--- src/rtl/vag_pkg.sv ---
package vag_pkg;
  typedef enum logic [0:0] {
    VAG_IDLE = 1'b0,
    VAG_RUN  = 1'b1
  } vag_state_e;

  localparam int unsigned VAG_LONG_BITS = 32;
endpackage

--- src/rtl/vag_enable_gen.sv ---
module vag_enable_gen #(
  parameter int unsigned NUM_ELEM = 64,
  parameter int unsigned LEN_W    = $clog2(NUM_ELEM + 1)
) (
  input  logic [LEN_W-1:0]    vlen,
  input  logic [NUM_ELEM-1:0] mask,
  input  logic                mask_en,
  input  logic                match_true,
  output logic [NUM_ELEM-1:0] en_vec
);
  for (genvar g = 0; g < NUM_ELEM; g++) begin : g_lane
    localparam logic [LEN_W:0] LANE = (LEN_W+1)'(g);
    logic in_len;
    logic mask_ok;
    assign in_len   = ({1'b0, vlen} > LANE);
    assign mask_ok  = !mask_en || (mask[g] == match_true);
    assign en_vec[g] = in_len && mask_ok;
  end
endmodule

--- src/rtl/vag_pick_lowest.sv ---
module vag_pick_lowest #(
  parameter int unsigned NUM_ELEM = 64,
  parameter int unsigned IDX_W    = $clog2(NUM_ELEM)
) (
  input  logic [NUM_ELEM-1:0] pend,
  output logic [IDX_W-1:0]    sel_idx,
  output logic [NUM_ELEM-1:0] sel_onehot,
  output logic                sel_any
);
  always_comb begin
    sel_idx = '0;
    for (int i = NUM_ELEM - 1; i >= 0; i--) begin
      if (pend[i]) sel_idx = IDX_W'(i);
    end
  end

  assign sel_onehot = pend & (~pend + NUM_ELEM'(1));
  assign sel_any    = |pend;
endmodule

--- src/rtl/vag_addr_calc.sv ---
module vag_addr_calc #(
  parameter int unsigned ADDR_W = 48,
  parameter int unsigned ELEM_W = 64,
  parameter int unsigned IDX_W  = 6
) (
  input  logic [ADDR_W-1:0] base,
  input  logic [ADDR_W-1:0] stride,
  input  logic              gather,
  input  logic              quad,
  input  logic [IDX_W-1:0]  elem,
  input  logic [ELEM_W-1:0] idx_data,
  output logic [ADDR_W-1:0] addr
);
  import vag_pkg::*;

  localparam int unsigned LB = VAG_LONG_BITS;

  logic [ADDR_W-1:0] step_off;
  logic [ADDR_W-1:0] long_off;
  logic [ADDR_W-1:0] quad_off;
  logic [ADDR_W-1:0] sel_off;

  // Unsigned product keeps the correct low bits of a signed stride.
  assign step_off = ADDR_W'(elem) * stride;
  assign long_off = {{(ADDR_W-LB){idx_data[LB-1]}}, idx_data[LB-1:0]};
  assign quad_off = idx_data[ADDR_W-1:0];

  always_comb begin
    if (!gather)   sel_off = step_off;
    else if (quad) sel_off = quad_off;
    else           sel_off = long_off;
  end

  assign addr = base + sel_off;
endmodule

--- src/rtl/vec_addr_gen.sv ---
module vec_addr_gen #(
  parameter int unsigned NUM_ELEM = 64,
  parameter int unsigned ADDR_W   = 48,
  parameter int unsigned ELEM_W   = 64
) (
  input  logic                             clk,
  input  logic                             rst,
  input  logic                             start,
  input  logic [ADDR_W-1:0]                base_addr,
  input  logic [ADDR_W-1:0]                stride,
  input  logic                             gather,
  input  logic                             quad,
  input  logic [$clog2(NUM_ELEM+1)-1:0]    vlen,
  input  logic [NUM_ELEM-1:0]              mask,
  input  logic                             mask_en,
  input  logic                             match_true,
  output logic [$clog2(NUM_ELEM)-1:0]      idx_rd_addr,
  input  logic [ELEM_W-1:0]                idx_rd_data,
  output logic                             req_valid,
  input  logic                             req_ready,
  output logic [ADDR_W-1:0]                req_addr,
  output logic [$clog2(NUM_ELEM)-1:0]      req_elem,
  output logic                             req_quad,
  output logic                             done
);
  import vag_pkg::*;

  localparam int unsigned LEN_W = $clog2(NUM_ELEM + 1);
  localparam int unsigned IDX_W = $clog2(NUM_ELEM);

  vag_state_e          state_q;
  logic [ADDR_W-1:0]   base_q;
  logic [ADDR_W-1:0]   stride_q;
  logic                gather_q;
  logic                quad_q;
  logic [NUM_ELEM-1:0] pend_q;

  logic [NUM_ELEM-1:0] en_vec;
  logic [IDX_W-1:0]    pick_idx;
  logic [NUM_ELEM-1:0] pick_oh;
  logic                pick_any;
  logic [ADDR_W-1:0]   next_addr;
  logic                slot_free;

  vag_enable_gen #(.NUM_ELEM(NUM_ELEM), .LEN_W(LEN_W)) u_enable (
    .vlen       (vlen),
    .mask       (mask),
    .mask_en    (mask_en),
    .match_true (match_true),
    .en_vec     (en_vec)
  );

  vag_pick_lowest #(.NUM_ELEM(NUM_ELEM), .IDX_W(IDX_W)) u_pick (
    .pend       (pend_q),
    .sel_idx    (pick_idx),
    .sel_onehot (pick_oh),
    .sel_any    (pick_any)
  );

  vag_addr_calc #(.ADDR_W(ADDR_W), .ELEM_W(ELEM_W), .IDX_W(IDX_W)) u_addr (
    .base     (base_q),
    .stride   (stride_q),
    .gather   (gather_q),
    .quad     (quad_q),
    .elem     (pick_idx),
    .idx_data (idx_rd_data),
    .addr     (next_addr)
  );

  assign idx_rd_addr = pick_idx;
  assign slot_free   = !req_valid || req_ready;

  always_ff @(posedge clk) begin
    if (rst) begin
      state_q   <= VAG_IDLE;
      pend_q    <= '0;
      base_q    <= '0;
      stride_q  <= '0;
      gather_q  <= 1'b0;
      quad_q    <= 1'b0;
      req_valid <= 1'b0;
      req_addr  <= '0;
      req_elem  <= '0;
      req_quad  <= 1'b0;
      done      <= 1'b0;
    end else begin
      done <= 1'b0;
      case (state_q)
        VAG_IDLE: begin
          if (start) begin
            base_q   <= base_addr;
            stride_q <= stride;
            gather_q <= gather;
            quad_q   <= quad;
            pend_q   <= en_vec;
            if (en_vec == '0) done <= 1'b1;
            else              state_q <= VAG_RUN;
          end
        end
        VAG_RUN: begin
          if (slot_free) begin
            if (pick_any) begin
              req_valid <= 1'b1;
              req_addr  <= next_addr;
              req_elem  <= pick_idx;
              req_quad  <= quad_q;
              pend_q    <= pend_q & ~pick_oh;
            end else begin
              req_valid <= 1'b0;
              if (req_valid) begin
                done    <= 1'b1;
                state_q <= VAG_IDLE;
              end
            end
          end
        end
        default: state_q <= VAG_IDLE;
      endcase
    end
  end
endmodule

--- config.mk ---
export PLATFORM = sky130hd
export DESIGN_NAME = vec_addr_gen
export DESIGN_NICKNAME = d
export VERILOG_FILES = /design/src/rtl/vag_pkg.sv /design/src/rtl/vag_enable_gen.sv /design/src/rtl/vag_pick_lowest.sv /design/src/rtl/vag_addr_calc.sv /design/src/rtl/vec_addr_gen.sv
export SDC_FILE = /design/constraint.sdc
export NUM_CORES = 1
export LEC_CHECK = 0
export ABC_AREA = 1
export BUFFER_PORTS_ARGS = -buffer_cell sky130_fd_sc_hd__buf_2
export CAP_MARGIN = 0
export CORE_ASPECT_RATIO = 1.4
export CORE_UTILIZATION = 54
export CTS_CLUSTER_DIAMETER = 50
export CTS_CLUSTER_SIZE = 30
export DETAILED_ROUTE_END_ITERATION = 10
export PLACE_DENSITY = 0.78
export SYNTH_ARGS = -nofsm -noshare
export SYNTH_HDL_FRONTEND = slang
export SYNTH_HIERARCHICAL = 1
export SYNTH_SLANG_ARGS = --single-unit
--- constraint.sdc ---
create_clock -name clk -period 8 [get_ports clk]
set_input_delay 0 -clock clk [delete_from_list [all_inputs] [get_ports clk]]
set_output_delay 0 -clock clk [all_outputs]
set_load 0.01 [all_outputs]
==> results.py, run 1 <==
metrics = {
    "outcome": {
        "status": "finished with violations",
        "failed_checks": "negative setup slack",
    },
    "global_route": {
        "grt_use_total_pct": 42.6,
        "grt_overflow": 0,
        "grt_pass1_vias": 31800,
        "antenna_found_initial": 9,
        "grt_max_degree": 121,
        "grt_pass1_wl_um": 164000,
    },
    "die": {
        "core-area_um2": 47200,
        "num_rows": 94,
        "die_h_um": 261,
        "start_util_pct": 54.9,
        "top_level_ports": 302,
        "die_w_um": 187,
        "die_area_um2": 48800,
    },
    "synth": {
        "synth_top_cells_by_count": "nand2_1 (1196), inv_1 (700), nor2_1 (486)",
        "synthesis.area_um2": 25900,
        "synth.yosys.seq_area_share_pct": 17.0,
        "ys_types": 59,
        "ys_top_cells_by_area": "nand2_1 (17%), dfxtp_1 (17%), fa_1 (13%)",
        "syn_inst": 4197,
        "syn-num-nets": 4708,
        "ys_ff_latch": 220,
        "yosysWarnings": 6,
        "synth_edf_count": 0,
        "synth_flop_cell": "dfxtp_1",
        "yosysMostFrequentCell": "nand2_1",
        "syn_avg_cell_area_um2": 6.17,
        "synth_top_area_share_pct": 17.3,
        "async_reset_ff_share_pct": 0,
        "yosys.area.top_type": "nand2_1",
    },
    "power": {
        "switching_power_mw": 2.76,
        "switching_share_pct": 45.6,
        "p_seq_share_pct": 21.3,
        "peakVddDrop_mv": 0.192,
        "clockPowerShare_pct": 24.3,
        "internal_power_mw": 3.30,
        "powerDensity_nw_per_um2": 160,
        "power_leakage_nw": 19.4,
        "power_frac_comb_pct": 54.5,
    },
    "flow_run": {
        "cap_violations": 0,
    },
    "critical_path": {
        "crit_top_cell": "nand2_1",
        "criticalPathCategory": "flop to flop",
        "r2r_start": "pend_q[62]",
        "end_kind": "flop",
        "critPathArrivalTime_ps": 10200,
        "slowest_delay_ps": 620,
        "rrSetupSlack_ps": -1630,
        "crit_fanout": 7,
        "required_ps": 8570,
        "ff2ff_path_depth": 94,
        "r2r_end": "req_addr[41]",
        "slowest_stage": "a21oi_2",
        "startpoint_type": "flop",
    },
    "timing": {
        "max_freq_ghz": 0.104,
        "maxSlewHeadroom_pct": 12.2,
        "setup_violations": 40,
        "period_share_pct": 120,
        "setup_slack_ps": -1630,
        "finalMaxSlewViolations": 0,
        "tightest_slew_ps": 1320,
        "layout_min_cycle_time_ps": 9630,
        "finClkSkew_ps": 79.3,
        "grt_setup_unrepaired": "yes",
        "hold_viol": 0,
        "holdWs_ps": 23.0,
    },
    "route": {
        "ant_nets": 0,
        "vias": 33100,
        "drt_pass1_iterations": 7,
        "via_per_inst": 5.80,
        "post_drt_wl_per_cell_um": 20.6,
        "wl_um": 117000,
        "route.detailed.drc": 0,
        "drtIter0Drc": 3753,
    },
    "place": {
        "postPlaceCellArea_um2": 30900,
        "gp_congestion": 1.08,
        "dp_hpwl_um": 76800,
        "port-buffer-count": 285,
    },
    "cells_and_area": {
        "fin_area_um2": 37700,
        "drive_gt1_share_pct": 32.8,
        "fill_cells": 3102,
        "syn2layout_area_growth_pct": 45.9,
        "fin_util_pct": 80.0,
        "fin_nets": 5575,
    },
    "clocking": {
        "cts_made_buffers": 27,
        "clockBufferDepth": 3,
        "cts_root_buf": "clkbuf_16",
        "cts_sinks": 220,
        "htreeDepth": 1,
        "insertion_delay_ps": 650,
        "cts_tree": "done",
        "clk_pin_slew_ps": 100,
    },
    "worst_hold_path": {
        "min_from": "vlen[6]",
        "min_to": "pend_q[48]",
        "hold_depth": 5,
        "hold_class": "input port to flop",
    },
}
cell type report:
cell class                      instances  area, µm²  area share [%]
Timing Repair Buffer                  987       7480            19.8
Tap cell                              624        781            2.07
Clock inverter                         23        385            1.02
Multi-Input combinational cell       3083      21100            55.9
Antenna cell                            1       2.50         0.00663
Inverter                              745       2910            7.72
Sequential cell                       220       4410            11.7
Clock buffer                           27        676            1.79
cells by family after synthesis:
logic type / after synthesis / share of synthesized area, %
flip-flops: 220 / 17.0
adder cells (fa/ha/maj): 272 / 18.2
AND/OR/NAND/NOR: 2065 / 32.7
XOR/XNOR: 57 / 1.93
buffers and inverters: 894 / 14.0
AO/OA/AOI/OAI: 689 / 16.1
cells in the final DEF, fill, tap and decap left out, types with 156 or more instances in the layout:
cell	n
nand2_1	1080
inv_1	626
buf_4	481
nor2_1	400
buf_2	283
a21oi_1	251
dfxtp_1	218
nand3_1	175
fa_1	173
dlygate4sd3_1	156
worst max path at each step:
| stage | start | endpoint | slack, ps | cells past startpoint |
|---|---|---|---|---|
| floorplan | pend_q[62] | req_addr[47] | 8 | 99 |
| global placement | pend_q[62] | req_addr[43] | -1360 | 95 |
| detailed placement | pend_q[62] | req_addr[43] | -1370 | 95 |
| CTS | pend_q[62] | req_addr[28] | -770 | 98 |
| global route | pend_q[62] | req_addr[41] | -2150 | 94 |
| finish | pend_q[62] | req_addr[41] | -1630 | 94 |
power by group through the flow:
| stage | Clock [mW] | Sequential, mW | Combinational [mW] |
|---|---|---|---|
| after floorplan | 0 | 1.29 | 1.36 |
| after global placement | 0 | 1.30 | 2.37 |
| after detailed placement | 0 | 1.30 | 2.39 |
| after CTS | 1.46 | 1.28 | 2.84 |
| after global routing | 1.51 | 1.29 | 3.47 |
| final | 1.47 | 1.29 | 3.30 |
stage by stage:
stage	power, mW	instances	worst slack [ps]	TNS [ps]
6_report	6.06	5710	-1630	-42000
5_1_grt	6.27	5710	-2150	-69320
4_1_cts	5.58	5671	-775	-21770
3_5_place_dp	3.69	5407	-1370	-41090
3_3_place_gp	3.67	5407	-1360	-40910
2_1_floorplan	2.65	4197	8.37	0
what timing repair did:
action,in CTS,in global routing
resized for setup,506,340
endpoints found under the setup margin,40,43
pin swaps,118,158
hold buffers,156,0
setup buffers,59,40
gates cloned,1,1
hold endpoints to repair,156,0
state kept, by name, summed over array words and instances, names as in the netlist:
signal     count
state_q        1
req_elem       6
stride_q      48
req_valid      1
quad_q         1
base_q        48
req_addr      48
pend_q        64
req_quad       1
gather_q       1
done           1
per-layer routing:
metal | track usage (%) | share of wire (%) | up-vias
met2 | 74.9 | 46 | 2397
met4 | 32.2 | 10 | 16
met5 | 0 | 0.11 | -
met1 | 46.4 | 33 | 15200
li1 | - | - | 14700
met3 | 6.82 | 11 | 848
critical path: cells and delay by family, from the launching register on:
family,cells,cell delay [ps]
AOI/OAI and AO/OA,7,1700
buffers and inverters,11,1310
adders and majority gates,5,2060
and+or+nand+nor,70,3960
DFF,1,330
xor gates and xnor gates,1,250
No activity file was read; power rests on OpenSTA's default activity.
==> run 2, diff against run 1 <==
ABC_AREA = unset   (was 1)
SKIP_LAST_GASP = 1   (was unset)
==> run 2 against run 1 <==
Compared with the run above:
- the flow still finishes with violations (negative setup slack)
- final area down 20%
- critical path depth down 60
- first-iteration DRC count down 45%
- global-route usage down 8.3 points
- register-to-register slack better by 1200 ps
==> results.py, run 2 <==
metrics = {
    "worst_hold_path": {
        "hold_depth": 5,
        "min_from": "mask[36]",
        "hold_class": "input port to flop",
    },
    "critical_path": {
        "path_delay_family": "compound AO/OA/AOI/OAI gates",
        "required_ps": 8480,
        "crit_fanout": 4,
        "worst-path-stages": 34,
        "ff2ff_path_depth": 34,
        "slowest_stage": "or4_4",
        "slowest_delay_ps": 550,
        "criticalPathCategory": "flop to flop",
        "end_kind": "flop",
        "r2r_start": "pend_q[54]",
        "crit_start": "pend_q[54]",
        "critPathArrivalTime_ps": 8930,
        "worst-path-buf-inv": 3,
        "startpoint_type": "flop",
    },
    "synth": {
        "yosysMostFrequentCell": "nand2_1",
        "syn_inst": 3046,
        "yosysWarnings": 6,
        "synth_top_area_share_pct": 19.3,
        "synth_top_cells_by_count": "nand2_1 (571), a21oi_1 (374), inv_1 (239)",
        "syn-num-nets": 3557,
        "ys_types": 93,
        "synth.yosys.seq_area_share_pct": 19.3,
        "ys_top_cells_by_area": "dfxtp_1 (19%), fa_1 (15%), nand2_1 (9.4%)",
        "synthesis.area_um2": 22900,
        "synth_flop_cell": "dfxtp_1",
        "async_reset_ff_share_pct": 0,
        "syn_avg_cell_area_um2": 7.50,
        "yosys.area.top_type": "dfxtp_1",
        "synth_edf_count": 0,
        "ys_ff_latch": 220,
    },
    "timing": {
        "setup_violations": 15,
        "layout_min_cycle_time_ps": 8450,
        "setup_slack_ps": -453,
        "maxSlewHeadroom_pct": 18.8,
        "holdWs_ps": 16.4,
        "tightest_slew_ps": 1220,
        "tns_ps": -3080,
        "finalMaxSlewViolations": 0,
        "finClkSkew_ps": 27.9,
        "grt_setup_unrepaired": "yes",
        "period_share_pct": 106,
        "max_freq_ghz": 0.118,
        "hold_viol": 0,
    },
    "clocking": {
        "insertion_delay_ps": 560,
        "clockBufferDepth": 3,
        "htreeDepth": 1,
        "cts_sinks": 220,
        "cts_made_buffers": 24,
        "cts_tree": "done",
        "clk_pin_slew_ps": 80,
        "cts_root_buf": "clkbuf_16",
    },
    "place": {
        "dp_hpwl_um": 54100,
        "postPlaceCellArea_um2": 26600,
        "gp_congestion": 0.983,
        "port-buffer-count": 285,
        "dp_cells": 3989,
        "dpl_worst_slack_ps": -332,
    },
    "power": {
        "switching_share_pct": 41.1,
        "power_frac_comb_pct": 49.1,
        "switching_power_mw": 2.02,
        "internal_power_mw": 2.89,
        "peakVddDrop_mv": 0.153,
        "clockPowerShare_pct": 24.9,
        "powerDensity_nw_per_um2": 162,
        "power_leakage_nw": 14.0,
        "p_seq_share_pct": 26.0,
    },
    "die": {
        "num_rows": 88,
        "die_h_um": 245,
        "start_util_pct": 55.1,
        "top_level_ports": 302,
        "die_w_um": 176,
        "die_area_um2": 43200,
        "core-area_um2": 41500,
    },
    "cells_and_area": {
        "fin_area_um2": 30300,
        "ff_latch_area_um2": 4410,
        "drive_gt1_share_pct": 22.2,
        "multi_input_area_um2": 17600,
        "regMostFlops": "pend_q",
        "final_cell_count_no_fill": 4261,
        "fin_nets": 4205,
        "syn2layout_area_growth_pct": 32.5,
        "final_common_cell": "nand2_1",
        "largest_register_ffs": 64,
        "layout_common_cells": "nand2_1 (567), a21oi_1 (344), buf_4 (307)",
        "fill_cells": 3003,
    },
    "global_route": {
        "grt_pass1_vias": 24600,
        "antenna_found_initial": 10,
        "grt_max_degree": 113,
        "grt_use_total_pct": 34.2,
        "grt_overflow": 0,
        "grt_pass1_wl_um": 120000,
    },
    "flow_run": {
        "cap_violations": 0,
    },
    "outcome": {
        "status": "finished with violations",
        "failed_checks": "negative setup slack",
    },
    "route": {
        "route.detailed.drc": 0,
        "ant_nets": 0,
        "drtIter0Drc": 2082,
        "vias": 24900,
        "via_per_inst": 5.85,
        "drt_pass1_iterations": 9,
        "wl_um": 77200,
        "post_drt_wl_per_cell_um": 18.1,
    },
}
==> run 2: power groups by stage <==
| stage | Clock [mW] | Sequential, mW | Combinational [mW] |
|---|---|---|---|
| floorplan | 0 | 1.29 | 1.30 |
| global placement | 0 | 1.29 | 2.05 |
| detailed placement | 0 | 1.29 | 2.11 |
| CTS | 1.24 | 1.27 | 2.25 |
| global route | 1.28 | 1.29 | 2.60 |
| finish | 1.22 | 1.27 | 2.41 |
==> run 2: worst paths after layout <==
| path | end | slack, ps |
|---|---|---|
| max | req_addr[47] | -450 |
| min | pend_q[36] | 20 |
| max reg2reg | req_addr[47] | -450 |
| min reg2reg | req_addr[37] | 460 |
==> run 2: timing repair <==
item | in CTS | in global routing
cloned | 2 | 1
resized for setup | 44 | 106
endpoints found under the hold margin | 176 | 0
setup endpoints to repair | 15 | 26
hold buffers | 193 | 0
setup buffers | 8 | 16
pin swaps | 13 | 69
==> run 2: kinds of logic after synthesis <==
group / synth area share (%)
AND/OR/NAND/NOR: 24.7
AO/OA/AOI/OAI: 21.7
buffers and inverters: 7.30
adder cells (fa/ha/maj): 20.6
flip-flops: 19.3
XOR/XNOR: 5.90
multiplexers: 0.498
==> run 2: through the flow <==
step	utilization [%]	total power, mW
finish	73.0	4.91
detailed placement	64.2	3.40
floorplan	-	2.60
global placement	64.2	3.34
CTS	71.6	4.76
global route	73.0	5.17
==> run 2: per-layer routing <==
layer	up-vias	routed length [µm]	track usage [%]
li1	11700	-	-
met3	268	4740	3.97
met2	1221	38200	61.1
met1	11700	29900	39.5
met4	2	4350	19.0
met5	-	13	0
==> run 2: final cells by class <==
| cell class | instances | area share, % |
|---|---|---|
| Multi-Input combinational cell | 2413 | 58.0 |
| Sequential cell | 220 | 14.6 |
| Timing Repair Buffer | 795 | 19.3 |
| Clock buffer | 27 | 2.12 |
| Inverter | 240 | 2.97 |
| Tap cell | 540 | 2.23 |
| Antenna cell | 9 | 0.0744 |
| Clock inverter | 17 | 0.731 |
==> run 2: worst register-to-register path: cells and delay by family (launching register included) <==
family / cells / cell delay, ps
muxes: 1 / 90
buffers and inverters: 3 / 300
AOI/OAI and AO/OA: 16 / 3040
adders and majority gates: 5 / 2190
and+or+nand+nor: 7 / 2120
xor gates and xnor gates: 2 / 300
DFF: 1 / 330
